===== config.mk =====
export PLATFORM = sky130hd
export DESIGN_NAME = sdrsp_rx
export DESIGN_NICKNAME = d
export VERILOG_FILES = /design/src/rtl/sdrsp_pkg.sv /design/src/rtl/sdrsp_timer.sv /design/src/rtl/sdrsp_crc7.sv /design/src/rtl/sdrsp_shreg.sv /design/src/rtl/sdrsp_rx.sv
export SDC_FILE = /design/constraint.sdc
export NUM_CORES = 1
export LEC_CHECK = 0
export ABC_AREA = 1
export BUFFER_PORTS_ARGS = -buffer_cell sky130_fd_sc_hd__buf_4
export CAP_MARGIN = 20
export CORE_ASPECT_RATIO = 0.6
export CORE_MARGIN = 4
export CORE_UTILIZATION = 47
export DETAILED_ROUTE_END_ITERATION = 8
export PLACE_DENSITY = 0.65
export SLEW_MARGIN = 10
export SYNTH_ARGS = -nofsm -noshare
export SYNTH_HDL_FRONTEND = slang
export SYNTH_HIERARCHICAL = 1
export SYNTH_SLANG_ARGS = --single-unit

===== constraint.sdc =====
create_clock -name clk -period 2.1 [get_ports clk]
set_input_delay 0.315 -clock clk [delete_from_list [all_inputs] [get_ports clk]]
set_output_delay 0.315 -clock clk [all_outputs]
set_load 0.1 [all_outputs]

===== src/rtl/sdrsp_pkg.sv =====
package sdrsp_pkg;

  localparam int SHORT_BITS = 48;
  localparam int LONG_BITS  = 136;
  localparam int CRC_W      = 7;
  localparam int TAIL       = CRC_W + 1;   // crc field plus end bit
  localparam int PAY_W      = 120;         // long reply payload
  localparam int REG_N      = 4;
  localparam int REG_W      = 32;
  localparam int IDX_W      = 6;

  typedef enum logic [1:0] {
    RK_NONE       = 2'b00,
    RK_LONG       = 2'b01,
    RK_SHORT      = 2'b10,
    RK_SHORT_BUSY = 2'b11
  } rsp_kind_e;

  typedef enum logic [1:0] {
    S_IDLE,
    S_WAIT,
    S_SHIFT,
    S_BUSY
  } rx_state_e;

  // one serial step of the x^7+x^3+1 generator
  function automatic logic [CRC_W-1:0] crc7_step(input logic [CRC_W-1:0] c,
                                                 input logic b);
    logic fb;
    fb = b ^ c[CRC_W-1];
    return {c[CRC_W-2:0], 1'b0} ^ (fb ? 7'h09 : 7'h00);
  endfunction

endpackage


===== src/rtl/sdrsp_timer.sv =====
module sdrsp_timer #(
  parameter int TMO_CYC = 64
) (
  input  logic clk,
  input  logic rst_n,
  input  logic clr,
  input  logic run,
  input  logic line,
  output logic expired
);
  localparam int TW = (TMO_CYC > 1) ? $clog2(TMO_CYC) : 1;

  logic [TW-1:0] cnt_q;

  always_ff @(posedge clk or negedge rst_n) begin
    if (!rst_n)            cnt_q <= '0;
    else if (clr)          cnt_q <= '0;
    else if (run && line)  cnt_q <= cnt_q + 1'b1;
  end

  assign expired = run && line && (cnt_q == TW'(TMO_CYC - 1));
endmodule


===== src/rtl/sdrsp_crc7.sv =====
module sdrsp_crc7 import sdrsp_pkg::*; (
  input  logic             clk,
  input  logic             rst_n,
  input  logic             clr,
  input  logic             en,
  input  logic             bit_in,
  output logic [CRC_W-1:0] crc_o
);
  logic [CRC_W-1:0] crc_q;

  always_ff @(posedge clk or negedge rst_n) begin
    if (!rst_n)   crc_q <= '0;
    else if (clr) crc_q <= '0;
    else if (en)  crc_q <= crc7_step(crc_q, bit_in);
  end

  assign crc_o = crc_q;
endmodule


===== src/rtl/sdrsp_shreg.sv =====
module sdrsp_shreg import sdrsp_pkg::*; #(
  parameter int W = REG_N * REG_W
) (
  input  logic             clk,
  input  logic             rst_n,
  input  logic             pay_en,
  input  logic             crc_en,
  input  logic             bit_in,
  output logic [W-1:0]     pay_o,
  output logic [CRC_W-1:0] crc_o
);
  logic [W-1:0]     pay_q;
  logic [CRC_W-1:0] crc_q;

  always_ff @(posedge clk or negedge rst_n) begin
    if (!rst_n) begin
      pay_q <= '0;
      crc_q <= '0;
    end else begin
      if (pay_en) pay_q <= {pay_q[W-2:0], bit_in};
      if (crc_en) crc_q <= {crc_q[CRC_W-2:0], bit_in};
    end
  end

  assign pay_o = pay_q;
  assign crc_o = crc_q;
endmodule


===== src/rtl/sdrsp_rx.sv =====
module sdrsp_rx import sdrsp_pkg::*; #(
  parameter int TMO_CYC = 64,
  parameter int RST_CYC = 4
) (
  input  logic        clk,
  input  logic        rst_n,
  input  logic        cmd_rst_req,
  output logic        cmd_rst_busy,
  input  logic        go,
  input  logic [1:0]  rsp_kind,
  input  logic        crc_chk_en,
  input  logic        idx_chk_en,
  input  logic [5:0]  cmd_index,
  input  logic        cmd_in,
  input  logic        dat0_in,
  output logic [31:0] rsp_w0,
  output logic [31:0] rsp_w1,
  output logic [31:0] rsp_w2,
  output logic [31:0] rsp_w3,
  output logic        st_done,
  output logic        st_tmo,
  output logic        st_crc_err,
  output logic        st_end_err,
  output logic        st_idx_err
);
  localparam int LW    = $clog2(LONG_BITS);
  localparam int RW    = $clog2(RST_CYC + 1);
  localparam int SH_W  = REG_N * REG_W;
  localparam int PAD_W = SH_W - PAY_W;

  rx_state_e        state_q;
  logic [LW-1:0]    left_q;
  rsp_kind_e        kind_q;
  logic             crc_en_q, idx_en_q;
  logic [IDX_W-1:0] idx_q;
  logic [RW-1:0]    rcnt_q;
  logic [REG_N-1:0][REG_W-1:0] rsp_q;
  logic [REG_N-1:0][REG_W-1:0] long_word;

  // named internal events, also used by the bound checker
  logic             go_ok, in_wait, in_shift, frame_end, tmo_hit;
  logic             pay_en, crc_feed, crc_rx_en, long_kind, busy_kind;
  logic             crc_bad, end_bad, idx_bad;
  logic [SH_W-1:0]  sh_pay;
  logic [CRC_W-1:0] crc_rx, crc_calc;

  assign cmd_rst_busy = (rcnt_q != '0);
  assign go_ok        = go && !cmd_rst_busy && !cmd_rst_req && (state_q == S_IDLE);
  assign in_wait      = (state_q == S_WAIT);
  assign in_shift     = (state_q == S_SHIFT);
  assign frame_end    = in_shift && (left_q == LW'(1));
  assign long_kind    = (kind_q == RK_LONG);
  assign busy_kind    = (kind_q == RK_SHORT_BUSY);
  assign pay_en       = in_shift && (left_q >= LW'(TAIL + 1));
  assign crc_feed     = pay_en && (!long_kind || (left_q <= LW'(PAY_W + TAIL)));
  assign crc_rx_en    = in_shift && (left_q >= LW'(2)) && (left_q <= LW'(TAIL));

  sdrsp_timer #(.TMO_CYC(TMO_CYC)) u_timer (
    .clk(clk), .rst_n(rst_n), .clr(go_ok), .run(in_wait),
    .line(cmd_in), .expired(tmo_hit));

  sdrsp_crc7 u_crc (
    .clk(clk), .rst_n(rst_n), .clr(go_ok), .en(crc_feed),
    .bit_in(cmd_in), .crc_o(crc_calc));

  sdrsp_shreg #(.W(SH_W)) u_shreg (
    .clk(clk), .rst_n(rst_n), .pay_en(pay_en), .crc_en(crc_rx_en),
    .bit_in(cmd_in), .pay_o(sh_pay), .crc_o(crc_rx));

  assign crc_bad = crc_en_q && (crc_calc != crc_rx);
  assign end_bad = !cmd_in;
  assign idx_bad = idx_en_q && !long_kind &&
                   (sh_pay[REG_W +: IDX_W] != idx_q);

  // long reply words: payload padded with zeros at the top
  logic [SH_W-1:0] long_vec;
  assign long_vec = {{PAD_W{1'b0}}, sh_pay[PAY_W-1:0]};

  for (genvar g = 0; g < REG_N; g++) begin : g_word
    assign long_word[g] = long_vec[g*REG_W +: REG_W];
  end

  always_ff @(posedge clk or negedge rst_n) begin
    if (!rst_n) begin
      state_q    <= S_IDLE;
      left_q     <= '0;
      kind_q     <= RK_NONE;
      crc_en_q   <= 1'b0;
      idx_en_q   <= 1'b0;
      idx_q      <= '0;
      rcnt_q     <= '0;
      rsp_q      <= '0;
      st_done    <= 1'b0;
      st_tmo     <= 1'b0;
      st_crc_err <= 1'b0;
      st_end_err <= 1'b0;
      st_idx_err <= 1'b0;
    end else if (cmd_rst_req || cmd_rst_busy) begin
      rcnt_q     <= cmd_rst_req ? RW'(RST_CYC) : rcnt_q - 1'b1;
      state_q    <= S_IDLE;
      st_done    <= 1'b0;
      st_tmo     <= 1'b0;
      st_crc_err <= 1'b0;
      st_end_err <= 1'b0;
      st_idx_err <= 1'b0;
    end else begin
      unique case (state_q)
        S_IDLE: if (go_ok) begin
          kind_q     <= rsp_kind_e'(rsp_kind);
          crc_en_q   <= crc_chk_en;
          idx_en_q   <= idx_chk_en;
          idx_q      <= cmd_index;
          st_tmo     <= 1'b0;
          st_crc_err <= 1'b0;
          st_end_err <= 1'b0;
          st_idx_err <= 1'b0;
          st_done    <= (rsp_kind_e'(rsp_kind) == RK_NONE);
          state_q    <= (rsp_kind_e'(rsp_kind) == RK_NONE) ? S_IDLE : S_WAIT;
        end
        S_WAIT: begin
          if (!cmd_in) begin
            state_q <= S_SHIFT;
            left_q  <= long_kind ? LW'(LONG_BITS - 1) : LW'(SHORT_BITS - 1);
          end else if (tmo_hit) begin
            st_tmo  <= 1'b1;
            state_q <= S_IDLE;
          end
        end
        S_SHIFT: begin
          left_q <= left_q - 1'b1;
          if (frame_end) begin
            st_crc_err <= crc_bad;
            st_end_err <= end_bad;
            st_idx_err <= idx_bad;
            if (long_kind) rsp_q <= long_word;
            else           rsp_q[0] <= sh_pay[REG_W-1:0];
            st_done <= !busy_kind;
            state_q <= busy_kind ? S_BUSY : S_IDLE;
          end
        end
        S_BUSY: if (dat0_in) begin
          st_done <= 1'b1;
          state_q <= S_IDLE;
        end
        default: state_q <= S_IDLE;
      endcase
    end
  end

  assign rsp_w0 = rsp_q[0];
  assign rsp_w1 = rsp_q[1];
  assign rsp_w2 = rsp_q[2];
  assign rsp_w3 = rsp_q[3];
endmodule


Word-level counts from Yosys, hierarchy flattened
Index checks and enable logic that the tools add are counted.
{ "classes": {"n_lt_le_gt_ge": 4, "add_sub_neg": 3, "bitwise_logic": 3, "reduce_logical": 37, "mux": 37, "n_eq_ne": 16} }
{ "op_table": {"columns": ["operator", "n"], "rows": [
  ["$mux W8", 2],
  ["$pmux W8 S2", 1],
  ["$reduce_and A4 Y1", 4],
  ["$mux W1", 15],
  ["$mux W2", 7],
  ["$mux W7", 2],
  ["$logic_and A1 B1 Y1", 13],
  ["$mux W6", 2],
  ["$reduce_and A3 Y1", 4],
  ["$ne A3 B3 Y1 const B", 3],
  ["$reduce_bool A3 Y1", 3],
  ["$eq A8 B1 Y1 const B", 1],
  ["$ge A8 B2 Y1 const B", 1],
  ["$ge A8 B4 Y1 const B", 1],
  ["$le A8 B4 Y1 const B", 1],
  ["$le A8 B8 Y1 const B", 1],
  ["$pmux W1 S2", 4],
  ["$pmux W2 S4", 1],
  ["$sub A8 B1 Y8 const B", 1],
  ["$ne A7 B7 Y1", 1],
  ["$xor A7 B7 Y7", 1],
  ["$add A6 B1 Y6 const B", 1],
  ["$eq A2 B2 Y1 const B", 3],
  ["$eq A6 B6 Y1 const B", 1],
  ["17 further kinds", 26]
]} }
{ "totals": {"regBits": 288} }

Longest topological paths before layout
{ "logic_depth": {"ltp_word": 8, "mapped_depth": 13, "depth_no_buf": 12} }

Cells and area by module
Netlist, hierarchy kept.
{ "modules_own_cells": {"columns": ["module", "cells_each", "seq_area_each_um2", "area_each_um2", "instances"], "rows": [
  ["sdrsp_rx", 799, 3703.6, 6547.5, 1],
  ["sdrsp_shreg", 571, 3378.2, 5222.5, 1],
  ["sdrsp_timer", 46, 150.1, 344.1, 1],
  ["sdrsp_crc7", 36, 175.2, 312.8, 1]
]} }

Worst setup path after synthesis
No wires, ideal clock.
{ "synth_timing": {"kind": "reg2reg", "start": "register rcnt_q[0]", "end": "register u_timer.cnt_q[4]", "setup_slack_ps": -37, "stages_incl_launch_ff": 13, "arrival_time_ps": 2018, "setup_ps": 118, "period_less_slack_ps": 2137, "t_required_ps": 1982, "cell_sequence": "dfrtp_1 > inv_1 > ha_1 > nand2_4 > nor2_8 > nand3_1 > inv_1 > buf_2 > inv_1 > nand2_1 > inv_1 > nand2_1 > nand2_1"} }
{ "synth_between": {"elab_chain_cells": 6} }
{ "synth_rtl": {"columns": ["item", "line_no", "text"], "rows": [
  ["start, declared", "sdrsp_rx.sv:36", "logic [RW-1:0] rcnt_q;"],
  ["start signal, assigned", "sdrsp_rx.sv:99", "rcnt_q <= cmd_rst_req ? RW'(RST_CYC) : rcnt_q - 1'b1;"],
  ["$reduce_bool A3 Y1 *", "sdrsp_rx.sv:47", "assign cmd_rst_busy = (rcnt_q != '0);"],
  ["net cmd_rst_busy", "sdrsp_rx.sv:8", "output logic cmd_rst_busy,"],
  ["$logic_not A1 Y1 *", "sdrsp_rx.sv:48", "assign go_ok = go && !cmd_rst_busy && !cmd_rst_req && (state_q == S_IDLE);"],
  ["$logic_and A1 B1 Y1 * (3 in a row)", "sdrsp_rx.sv:48", null],
  ["net go_ok", "sdrsp_rx.sv:41", "logic go_ok, in_wait, in_shift, frame_end, tmo_hit;"],
  ["$mux W6 / $reduce_bool A2 Y1 (equally long branches)", null, null],
  ["end signal, assigned", "sdrsp_timer.sv:18", "else if (run && line) cnt_q <= cnt_q + 1'b1;"],
  ["end, declared", "sdrsp_timer.sv:13", "logic [TW-1:0] cnt_q;"]
]} }
Mark *: on every way through the listed nets, which the timed path passes. The rest lies on a longest branch.
A chain may end at the register's enable or synchronous reset.

Final worst setup path
{ "layout_timing": {"start": "register left_q[1]", "end": "register rsp_q (netlist bit rsp_w2[16])"} }
{ "layout_between": {"elab_chain_cells": 3} }
{ "layout_rtl": {"columns": ["item", "line_no", "text"], "rows": [
  ["start, declared", "sdrsp_rx.sv:32", "logic [LW-1:0] left_q;"],
  ["start signal, assigned", "sdrsp_rx.sv:123", "left_q <= long_kind ? LW'(LONG_BITS - 1) : LW'(SHORT_BITS - 1);"],
  ["start signal, assigned", "sdrsp_rx.sv:130", "left_q <= left_q - 1'b1;"],
  ["$eq A8 B1 Y1", "sdrsp_rx.sv:51", "assign frame_end = in_shift && (left_q == LW'(1));"],
  ["$logic_and A1 B1 Y1", "sdrsp_rx.sv:51", null],
  ["$reduce_and A4 Y1 (no line)", null, null],
  ["end signal, assigned", "sdrsp_rx.sv:135", "if (long_kind) rsp_q <= long_word;"],
  ["end, declared", "sdrsp_rx.sv:37", "logic [REG_N-1:0][REG_W-1:0] rsp_q;"]
]} }
No other way between the ends.

==> key figures <==
STA
  • RSZ-0062 raised after global routing: no
  • Hold Violations, Final: 0
  • Final min period: slightly below 2 ns
  • Number of max-slew violations in the final report: 0
  • Setup-failing EPs final: 0
  • Final worst clock skew: 0.01334 ns
  • Crit share post-route: 91.96%
  • Setup TNS: 0 ns
  • FMAX: 517.8 MHz

Cells and area
  • Antenna diodes: 0
  • Final core utilization: 57.17%
  • Layout area overhead: 19.35%
  • Share of layout cells above drive strength 1: 14.94%
  • Layout Nets: 1587

Critical path
  • CP Buf/Inv Count: 3
  • Critical path type: flop to flop
  • Worst setup startpoint: left_q[1]
  • Maximum fanout along the worst path: between 40 and 50
  • CP delay by family, top: simple AND/OR/NAND/NOR gates
  • CP endpoint kind: flop
  • CP max stage delay: 0.36 ns
  • Critical R2R Launch: left_q[1]
  • Critical Path Start Type: flop
  • Arr. time, crit path: 2.36 ns
  • Worst EP required: around 2.5 ns
  • R2r setup slk: 0.17 ns
  • CP cell instances: inv_1 > ha_1 > inv_1 > nor3_1 > nand2_2 > nor2_8 > nand2_4 > buf_12 > nand2_1 > nand2_1
  • Slowest-stage cell, CP: dfrtp_1

Route
  • DRC: 0
  • Final WL: 27890 µm
  • Post-DRT Antenna Nets: 0
  • DR vias/cell: 4.892
  • Avg WL per Cell: 14.61 µm
  • Routed length on met2: roughly 12000 µm
  • Met3 WL: 1428 µm
  • DR top layer: met4
  • DRT met1 WL: about 14000 µm
  • Drt first pass iters: 4
  • Initial drt markers: 686
  • Routed via count: 9339

Clocking
  • CTS tree: done
  • Post-CTS Setup Bufs: 0
  • H-tree Lvls: 1
  • CTS Buffer Depth: 3
  • Insertion delay to the later sink of the worst-skew pair: 0.54 ns
  • CTS Root Cell: clkbuf_16
  • Clock transition at path regs: 0.07 ns
  • Clock sinks: 288
  • Total CTS buffers: 27

Floorplanning
  • I/O Pins: 150
  • Die area: 0.02854 mm²
  • Initial Util: 47.90%
  • Die Width: 215.5 µm
  • Core ar.: 0.02534 mm²
  • FP Rows: 45
  • Die H: 132.5 µm

GRT
  • Initial antenna violation count: 0
  • Total track usage: 19.90%
  • Grt ovf: 0
  • First-pass GRT wire length: roughly 48000 µm
  • Vias in the first global route: slightly above 9000
  • Largest net degree at the start of global routing: 64

Placed design
  • Gpl congestion: 0.8161
  • Input/output buffers: 141
  • Post-DP HPWL: around 18000 µm

Min path
  • Hold Crit Start: cmd_index[1]
  • Worst Hold Class: primary input to flop

Synthesis
  • Synth Instances: 1420
  • Synth warnings: 6
  • Synthesized area: about 0.012 mm²
  • Syn_area_per_cell: 8.547 µm²

Pwr
  • Worst VDD drop: 0.5223 mV
  • Leakage: 0.008266 µW
  • Overall Power: 12360 µW
  • Power density over cell area: 853.4 mW/mm²

Flow run
  • Max-Cap Viols: 0

Run status
  • Status: completed
-- state kept, by name, summed over array words and instances, names as in the netlist, 7 cells and up --
signal	cells
left_q	8
rsp_w0	32
rsp_w1	32
rsp_w2	32
rsp_w3	24
u_crc/crc_o	7
u_shreg/crc_o	7
u_shreg/pay_o	120
-- worst reg2reg max path, delay by kind of cell (launching register included) --
kind,cells,cell delay (ns)
AND/OR/NAND/NOR,6,0.82
flip-flops,1,0.36
buffers and inverters,3,0.45
adder cells (fa/ha/maj),1,0.20
-- timing repair --
item,CTS,global route
hold endpoints to repair,52,0
hold buffers,7,0
resized for setup,0,2
setup endpoints to repair,0,15
-- stage by stage --
stage,setup slack [ns],instance area (µm²),instances,hold slack [ns]
global placement,0.2240,13540,1854,0.2747
finish,0.1689,14490,1909,0.02204
CTS,0.1556,14480,1909,0.003088
floorplan,0.04519,12170,1427,0.01941
global route,0.01356,14490,1909,0.04071
detailed placement,0.1883,13540,1854,0.2769
-- layout by cell type, fill, tap and decap left out, types with 3 or more instances in the layout --
cell / count
nand2_1: 756
dfrtp_1: 288
buf_4: 156
nand3_1: 110
inv_1: 62
nor2_1: 37
clkbuf_16: 27
o21ai_0: 25
buf_12: 13
a21oi_1: 10
ha_1: 8
conb_1: 8
clkbuf_1: 8
clkbuf_8: 8
dlygate4sd3_1: 7
inv_2: 6
nor3_1: 6
nand2_2: 4
o22ai_1: 4
nor2_2: 3
nor2_4: 3
nand4_1: 3
xor2_1: 3
clkinv_2: 3
-- routing by layer --
| layer | vias up | global-route usage (%) |
|---|---|---|
| met2 | 209 | 29.35 |
| met3 | 29 | 3.672 |
| met4 | 0 | 3.003 |
| li1 | 4644 | - |
| met1 | 4457 | 31.45 |
| met5 | - | 0 |
-- final cells by class --
| type | count | area [µm²] |
|---|---|---|
| repair buffers | 178 | 1544 |
| inverters | 70 | 267.8 |
| clock buffers | 43 | 815.8 |
| multi-input cells | 996 | 4185 |
| well taps | 329 | 411.6 |
| flip-flops and latches | 288 | 7207 |
| fillers | 2345 | 10850 |
| clock inverters | 5 | 53.80 |
-- report_power, final --
group          internal [µW]  leakage (µW)  switching, µW
combinational            466       0.00386           1080
clock                   2770      0.000430           2050
sequential              5780       0.00397            207
total                   9020       0.00827           3340
-- path summary, 6_finish.rpt --
path | cells after the start | to
worst max register to register | 10 | rsp_w2[16]
worst min-delay path | 3 | idx_q[1]
worst max-delay path | 10 | rsp_w2[16]
worst min register to register | 2 | rsp_w2[6]
max in group asynchronous | 3 | rsp_w1[16]
min in group asynchronous | 2 | rsp_w0[25]
No activity file was read; power rests on OpenSTA's default activity.
